==> src/rtl/gpio_bank_pkg.sv <==
package gpio_bank_pkg;
  localparam int WIN_WORDS = 9;
  localparam int OFF_FN    = 0;
  localparam int OFF_DAT   = 4;
  localparam int OFF_DRV   = 5;
  localparam int OFF_PUL   = 7;

  localparam logic [2:0] FN_INPUT  = 3'd0;
  localparam logic [2:0] FN_OUTPUT = 3'd1;

  localparam logic [1:0] PULL_UP   = 2'd1;
  localparam logic [1:0] PULL_DOWN = 2'd2;
  localparam logic [1:0] DRV_RESET = 2'd1;
endpackage

==> src/rtl/gpio_in_sync.sv <==
module gpio_in_sync #(
  parameter int W = 64
) (
  input  logic         clk,
  input  logic         rst,
  input  logic [W-1:0] d,
  output logic [W-1:0] q
);
  logic [W-1:0] meta_q;

  always_ff @(posedge clk) begin
    if (rst) begin
      meta_q <= '0;
      q      <= '0;
    end else begin
      meta_q <= d;
      q      <= meta_q;
    end
  end
endmodule

==> src/rtl/gpio_port_regs.sv <==
module gpio_port_regs
  import gpio_bank_pkg::*;
#(
  parameter int PINS   = 32,
  parameter int ADDR_W = 8,
  parameter int BASE   = 0
) (
  input  logic                  clk,
  input  logic                  rst,
  input  logic                  wr_en,
  input  logic [ADDR_W-1:0]     addr,
  input  logic [31:0]           wdata,
  input  logic [PINS-1:0]       pin_in,
  output logic [31:0]           rd_word,
  output logic [PINS-1:0][2:0]  fn_code,
  output logic [PINS-1:0]       dat_bit,
  output logic [PINS-1:0][1:0]  drv_code,
  output logic [PINS-1:0][1:0]  pul_code
);
  localparam logic [ADDR_W-1:0] BASE_A = ADDR_W'(BASE);
  localparam logic [ADDR_W-1:0] END_A  = ADDR_W'(BASE + WIN_WORDS);

  logic [PINS-1:0][3:0] fn_q;
  logic [PINS-1:0]      dat_q;
  logic [PINS-1:0][1:0] drv_q;
  logic [PINS-1:0][1:0] pul_q;
  logic [ADDR_W-1:0]    off;
  logic                 hit;

  assign hit = (addr >= BASE_A) && (addr < END_A);
  assign off = addr - BASE_A;

  always_ff @(posedge clk) begin
    if (rst) begin
      for (int p = 0; p < PINS; p++) begin
        fn_q[p]  <= '0;
        dat_q[p] <= 1'b0;
        drv_q[p] <= DRV_RESET;
        pul_q[p] <= '0;
      end
    end else if (wr_en && hit) begin
      for (int p = 0; p < PINS; p++) begin
        if (int'(off) == OFF_FN + p / 8)   fn_q[p]  <= wdata[4*(p%8) +: 4];
        if (int'(off) == OFF_DAT)          dat_q[p] <= wdata[p];
        if (int'(off) == OFF_DRV + p / 16) drv_q[p] <= wdata[2*(p%16) +: 2];
        if (int'(off) == OFF_PUL + p / 16) pul_q[p] <= wdata[2*(p%16) +: 2];
      end
    end
  end

  always_comb begin
    rd_word = '0;
    if (hit) begin
      for (int p = 0; p < PINS; p++) begin
        if (int'(off) == OFF_FN + p / 8)   rd_word[4*(p%8) +: 4]  = fn_q[p];
        if (int'(off) == OFF_DAT)
          rd_word[p] = (fn_q[p][2:0] == FN_INPUT) ? pin_in[p] : dat_q[p];
        if (int'(off) == OFF_DRV + p / 16) rd_word[2*(p%16) +: 2] = drv_q[p];
        if (int'(off) == OFF_PUL + p / 16) rd_word[2*(p%16) +: 2] = pul_q[p];
      end
    end
  end

  always_comb begin
    for (int p = 0; p < PINS; p++) fn_code[p] = fn_q[p][2:0];
  end
  assign dat_bit  = dat_q;
  assign drv_code = drv_q;
  assign pul_code = pul_q;

  // a data-word write lands in the latched bits on the next edge
  assert_data_store_R6: assert property (@(posedge clk) disable iff (rst)
    (wr_en && hit && int'(off) == OFF_DAT) |=> (dat_q == $past(wdata[PINS-1:0])));

  // no write to this window leaves all of its state unchanged
  assert_idle_hold_R10: assert property (@(posedge clk) disable iff (rst)
    !(wr_en && hit) |=> ($stable(fn_q) && $stable(dat_q) && $stable(drv_q) && $stable(pul_q)));
endmodule

==> src/rtl/gpio_pad_drive.sv <==
module gpio_pad_drive
  import gpio_bank_pkg::*;
#(
  parameter int PINS = 32
) (
  input  logic                 clk,
  input  logic                 rst,
  input  logic [PINS-1:0][2:0] fn_code,
  input  logic [PINS-1:0]      dat_bit,
  input  logic [PINS-1:0][1:0] drv_code,
  input  logic [PINS-1:0][1:0] pul_code,
  output logic [PINS-1:0]      oe_q,
  output logic [PINS-1:0]      out_q,
  output logic [PINS-1:0]      pu_q,
  output logic [PINS-1:0]      pd_q,
  output logic [PINS-1:0][1:0] drv_q
);
  always_ff @(posedge clk) begin
    if (rst) begin
      oe_q  <= '0;
      out_q <= '0;
      pu_q  <= '0;
      pd_q  <= '0;
      for (int p = 0; p < PINS; p++) drv_q[p] <= DRV_RESET;
    end else begin
      for (int p = 0; p < PINS; p++) begin
        oe_q[p]  <= (fn_code[p] == FN_OUTPUT);
        out_q[p] <= (fn_code[p] == FN_OUTPUT) && dat_bit[p];
        pu_q[p]  <= (pul_code[p] == PULL_UP);
        pd_q[p]  <= (pul_code[p] == PULL_DOWN);
        drv_q[p] <= drv_code[p];
      end
    end
  end

  // a pin that is not driving never shows a high output value
  assert_out_gated_R5: assert property (@(posedge clk) disable iff (rst)
    ((out_q & ~oe_q) == '0));

  // pull-up and pull-down never requested together on a pin
  assert_pull_excl_R4: assert property (@(posedge clk) disable iff (rst)
    ((pu_q & pd_q) == '0));
endmodule

==> src/rtl/gpio_bank.sv <==
module gpio_bank
  import gpio_bank_pkg::*;
#(
  parameter int NUM_PORTS = 2,
  parameter int PINS      = 32,
  parameter int ADDR_W    = 8
) (
  input  logic                        clk,
  input  logic                        rst,
  input  logic                        bus_wr,
  input  logic [ADDR_W-1:0]           bus_addr,
  input  logic [31:0]                 bus_wdata,
  output logic [31:0]                 bus_rdata,
  input  logic [NUM_PORTS*PINS-1:0]   pad_in,
  output logic [NUM_PORTS*PINS-1:0]   pad_oe,
  output logic [NUM_PORTS*PINS-1:0]   pad_out,
  output logic [NUM_PORTS*PINS-1:0]   pad_pu,
  output logic [NUM_PORTS*PINS-1:0]   pad_pd,
  output logic [2*NUM_PORTS*PINS-1:0] pad_drv
);
  localparam int TOTAL_WORDS = NUM_PORTS * WIN_WORDS;
  localparam int ALL_PINS    = NUM_PORTS * PINS;

  logic [ALL_PINS-1:0] pin_sync;
  logic [31:0]         port_rd [NUM_PORTS];
  logic [31:0]         rd_any;

  gpio_in_sync #(.W(ALL_PINS)) u_sync (
    .clk (clk),
    .rst (rst),
    .d   (pad_in),
    .q   (pin_sync)
  );

  for (genvar g = 0; g < NUM_PORTS; g++) begin : g_port
    logic [PINS-1:0][2:0] fn_code;
    logic [PINS-1:0]      dat_bit;
    logic [PINS-1:0][1:0] drv_code;
    logic [PINS-1:0][1:0] pul_code;
    logic [PINS-1:0][1:0] drv_pad;

    gpio_port_regs #(.PINS(PINS), .ADDR_W(ADDR_W), .BASE(g * WIN_WORDS)) u_regs (
      .clk      (clk),
      .rst      (rst),
      .wr_en    (bus_wr),
      .addr     (bus_addr),
      .wdata    (bus_wdata),
      .pin_in   (pin_sync[g*PINS +: PINS]),
      .rd_word  (port_rd[g]),
      .fn_code  (fn_code),
      .dat_bit  (dat_bit),
      .drv_code (drv_code),
      .pul_code (pul_code)
    );

    gpio_pad_drive #(.PINS(PINS)) u_pad (
      .clk      (clk),
      .rst      (rst),
      .fn_code  (fn_code),
      .dat_bit  (dat_bit),
      .drv_code (drv_code),
      .pul_code (pul_code),
      .oe_q     (pad_oe[g*PINS +: PINS]),
      .out_q    (pad_out[g*PINS +: PINS]),
      .pu_q     (pad_pu[g*PINS +: PINS]),
      .pd_q     (pad_pd[g*PINS +: PINS]),
      .drv_q    (drv_pad)
    );

    assign pad_drv[g*2*PINS +: 2*PINS] = drv_pad;
  end

  always_comb begin
    rd_any = '0;
    for (int g = 0; g < NUM_PORTS; g++) rd_any = rd_any | port_rd[g];
  end

  always_ff @(posedge clk) begin
    if (rst) bus_rdata <= '0;
    else     bus_rdata <= rd_any;
  end

  // addresses past the last window read as zero
  assert_unmapped_zero_R1: assert property (@(posedge clk) disable iff (rst)
    (bus_addr >= ADDR_W'(TOTAL_WORDS)) |=> (bus_rdata == '0));

  // the first cycle out of reset shows drive code 1 on every pin
  assert_reset_drive_R8: assert property (@(posedge clk) disable iff (rst)
    $past(rst) |-> (pad_drv == {ALL_PINS{DRV_RESET}}));
endmodule

==> config.mk <==
export PLATFORM = sky130hd
export DESIGN_NAME = gpio_bank
export DESIGN_NICKNAME = d
export VERILOG_FILES = /design/src/rtl/gpio_bank_pkg.sv /design/src/rtl/gpio_in_sync.sv /design/src/rtl/gpio_port_regs.sv /design/src/rtl/gpio_pad_drive.sv /design/src/rtl/gpio_bank.sv
export SDC_FILE = /design/constraint.sdc
export NUM_CORES = 2
export LEC_CHECK = 0
export ABC_AREA = 1
export BUFFER_PORTS_ARGS = -buffer_cell sky130_fd_sc_hd__buf_4
export CAP_MARGIN = 20
export CORE_MARGIN = 8
export CORE_UTILIZATION = 45
export DETAILED_ROUTE_END_ITERATION = 10
export PLACE_DENSITY = 0.67
export SETUP_SLACK_MARGIN = 0.1
export SLEW_MARGIN = 0
export SYNTH_ARGS = -nofsm -noshare
export SYNTH_HDL_FRONTEND = slang
export SYNTH_SLANG_ARGS = --single-unit
==> constraint.sdc <==
create_clock -name clk -period 1.7 [get_ports clk]
set_input_delay 0.17 -clock clk [delete_from_list [all_inputs] [get_ports clk]]
set_output_delay 0.17 -clock clk [all_outputs]
set_load 0.005 [all_outputs]
==> out/qor.csv <==
stage,metric,value,unit
min_path,Hold Path Class,in2reg,
timing,Fin. Hold Viols,0,
drt,1st-pass router iterations,8,
floorplanning,die width,314,µm
clock_network,Worst-Skew Late Latency,0.73,ns
setup_path,Worst setup SP type,register,
timing,Setup Viol. Count Final,2,
pwr,leak pwr,0.0240,µW
global_routing,first-pass GRT wire length,277000,µm
timing,TNS Setup,-0.233,ns
timing,skew final,0.0273,ns
timing,Max Fclk,525,MHz
drt,1st-iter DRT viols,5888,
clock_network,clk root buf,clkbuf_16,
timing,fin crit share,112,%
drt,DRC violations left,0,
clock_network,Longest Clk Path Bufs,3,
floorplanning,FP Rows,109,
drt,Via density,5.66,
setup_path,Worst EP required,2.29,ns
floorplanning,I/O pins,523,
floorplanning,total core area,0.0881,mm²
global_routing,GR Overflow Total,0,
synth,yosys warns,0,
global_routing,largest net degree at the start of global routing,98,
final_layout,FF/Latch Area,0.0225,mm²
synth,area of the mapped netlist,0.0399,mm²
timing,RSZ-0062 raised after global routing,true,
timing,relative slew slack,50.1,%
final_layout,# fillers,7536,
flow_run,Max Cap Viol,0,
place,port bufs,522,
drt,ANT nets after route,0,
timing,setup ws final,-0.206,ns
timing,hold_ws,0.0685,ns
drt,WL final,207000,µm
drt,routed wire length per instance,28.6,µm
place,"worst slack, placed",-0.903,ns
floorplanning,DIE AREA,0.0984,mm²
drt,Vias,40900,
setup_path,Setup Crit Path Kind,reg2reg,
clock_network,clk sinks,1120,
place,hpwl dp,154000,µm
final_layout,post-layout util,64.0,%
clock_network,CTS tree,built,
synth,Syn Inst Count,4935,
global_routing,antenna violations before repair,14,
final_layout,Area Growth Syn to Fin,41.3,%
synth,Mapped Nets,5042,
timing,min Tclk post-route,1.91,ns
setup_path,"Arr. time, crit path",2.50,ns
final_layout,multi-input logic area,0.0154,mm²
run_status,status,"finished, violations left",
timing,Slew Limit Fails,0,
setup_path,"Max FO, Critical Path",2,
place,GP Congestion,1.17,
pwr,PwrDens,971,mW/mm²
run_status,failing checks,negative setup slack,
floorplanning,Initial Util,45.3,%
synth,Seq cells post-synth,1120,
floorplanning,DIE HEIGHT,314,µm
synth,Unique masters post-synth,33,
final_layout,layout cells sized above 1,29.6,%
setup_path,crit end category,register,
timing,worst-margin pin slew,0.742,ns
clock_network,CTS Buf Count,113,
synth,Mean Syn Cell Area,8.08,µm²
final_layout,Final Net Count,6066,
clock_network,H-tree Lvls,3,
global_routing,vias in the first global route,37500,
pwr,Max rail drop VDD,0.940,mV
synth,sequential element share of the synthesized area,56.2,%
clock_network,"Reg clk slew, reported paths",0.06,ns
global_routing,GRT Total Usage,39.1,%
layout make-up:
cell class	count	share of cell area [%]
diodes	11	0.0488
inverters	627	4.21
repair inverters	1	0.0133
flip-flops and latches	1120	39.9
multi-input cells	2858	27.3
well taps	1165	2.59
clock inverters	47	1.05
repair buffers	1238	19.3
clock buffers	151	5.63
cells in the mapped netlist:
| library cell | n | area, µm² |
|---|---|---|
| a21boi_0 | 1 | 7.51 |
| a21oi_1 | 617 | 3090 |
| a21oi_4 | 1 | 16.3 |
| buf_1 | 6 | 22.5 |
| buf_2 | 43 | 215 |
| buf_4 | 3 | 22.5 |
| clkbuf_1 | 278 | 1040 |
| clkinv_1 | 2 | 7.51 |
| dfxtp_1 | 1120 | 22400 |
| inv_1 | 611 | 2290 |
| inv_2 | 14 | 52.6 |
| mux2i_1 | 19 | 190 |
| nand2_1 | 503 | 1890 |
| nand2_2 | 1 | 6.26 |
| nand2_4 | 2 | 22.5 |
| nand3_1 | 213 | 1070 |
| nand3_2 | 4 | 40.0 |
| nand3b_1 | 5 | 37.5 |
| nand4_1 | 44 | 275 |
| nor2_1 | 425 | 1600 |
| nor2_2 | 9 | 56.3 |
| nor2_4 | 7 | 78.8 |
| nor3_1 | 168 | 841 |
| nor3_2 | 2 | 20.0 |
| nor3_4 | 2 | 32.5 |
| nor3b_1 | 26 | 195 |
| o211ai_1 | 60 | 450 |
| o21ai_0 | 620 | 3100 |
| o21ai_1 | 38 | 190 |
| o221ai_1 | 8 | 70.1 |
| o22ai_1 | 30 | 188 |
| or2_2 | 45 | 282 |
| or3b_2 | 8 | 70.1 |
cells by family after synthesis:
logic type      after synthesis  synth area share [%]
simple gates               1464                  16.3
compound gates             1375                  17.8
flops                      1120                  56.2
buf+inv                     957                  9.17
mux                          19                 0.477
per-stage QoR:
step / cell area [µm²] / power [µW] / cells
floorplan: 40300 / 27800 / 4935
global placement: 49000 / 29400 / 6837
detailed placement: 49000 / 29400 / 6837
CTS: 54400 / 54600 / 7145
global route: 56300 / 55900 / 7207
finish: 56400 / 54800 / 7218
cell usage in the layout (no fill, tap or decap), types with 39 or more instances in the layout:
master | Yosys | layout
o21ai_0 | 620 | 549
a21oi_1 | 617 | 588
dlygate4sd3_1 | 0 | 96
buf_12 | 0 | 75
nand2_1 | 503 | 434
buf_6 | 0 | 39
nor3_1 | 168 | 151
nor2_1 | 425 | 391
nand4_1 | 44 | 44
o21ai_1 | 38 | 55
nand2_2 | 1 | 59
dfxtp_2 | 0 | 43
or2_2 | 45 | 44
o211ai_1 | 60 | 60
inv_2 | 14 | 68
inv_1 | 611 | 553
clkbuf_16 | 0 | 126
nand3_1 | 213 | 173
buf_4 | 3 | 1008
dfxtp_1 | 1120 | 1073
final timing paths:
kind / from / endpoint / slack (ns) / depth (start not counted)
setup / recovery: g_port[1].u_regs.fn_code[1] / bus_rdata[1] / -0.21 / 8
hold / removal: bus_wdata[14] / g_port[1].u_regs.drv_code[14] / 0.07 / 4
setup reg to reg: g_port[1].u_regs.fn_code[1] / bus_rdata[1] / -0.21 / 8
hold reg to reg: u_sync.meta_q[52] / u_sync.q[52] / 0.39 / 2
critical path, stage by stage (launching register included):
cell and delay [ns]:
dfxtp_1 0.32, buf_4 0.15, nand3_2 0.09, nand3_2 0.12, nor3_2 0.22, buf_4 0.15
nand4_1 0.42, nand2_1 0.23, a21oi_2 0.07
flip-flops by register name, indices dropped and copies added (netlist names):
register and count:
u_sync.meta_q 64, g_port.u_pad.pu_q 64, g_port.u_pad.pd_q 64, bus_rdata 32, g_port.u_regs.dat_bit 64, g_port.u_pad.oe_q 64
g_port.u_regs.fn_q 64, g_port.u_regs.fn_code 192, g_port.u_regs.drv_code 128, g_port.u_pad.drv_q 128, g_port.u_pad.out_q 64, g_port.u_regs.pul_code 128
u_sync.q 64
routing by layer:
metal / wire, µm / vias up / global-route usage [%]
met5: 42 / - / 0
met4: 17500 / 6 / 27.5
met3: 24700 / 701 / 10.1
met2: 89700 / 2811 / 60.2
met1: 74600 / 19200 / 47.7
li1: - / 18200 / -
where the power goes:
part	internal [µW]	total (µW)	switching (µW)
Clock	14600	25600	10900
Combinational	902	2740	1840
Sequential	26400	26500	82.1
Total	41900	54800	12900
repair_timing:
action	in CTS	in global routing
hold buffers	96	0
hold endpoints to repair	250	0
setup buffers	14	47
pin swaps	67	165
cloned	0	18
resized for setup	191	365
endpoints found under the setup margin	28	177
No activity file was read; power rests on OpenSTA's default activity.
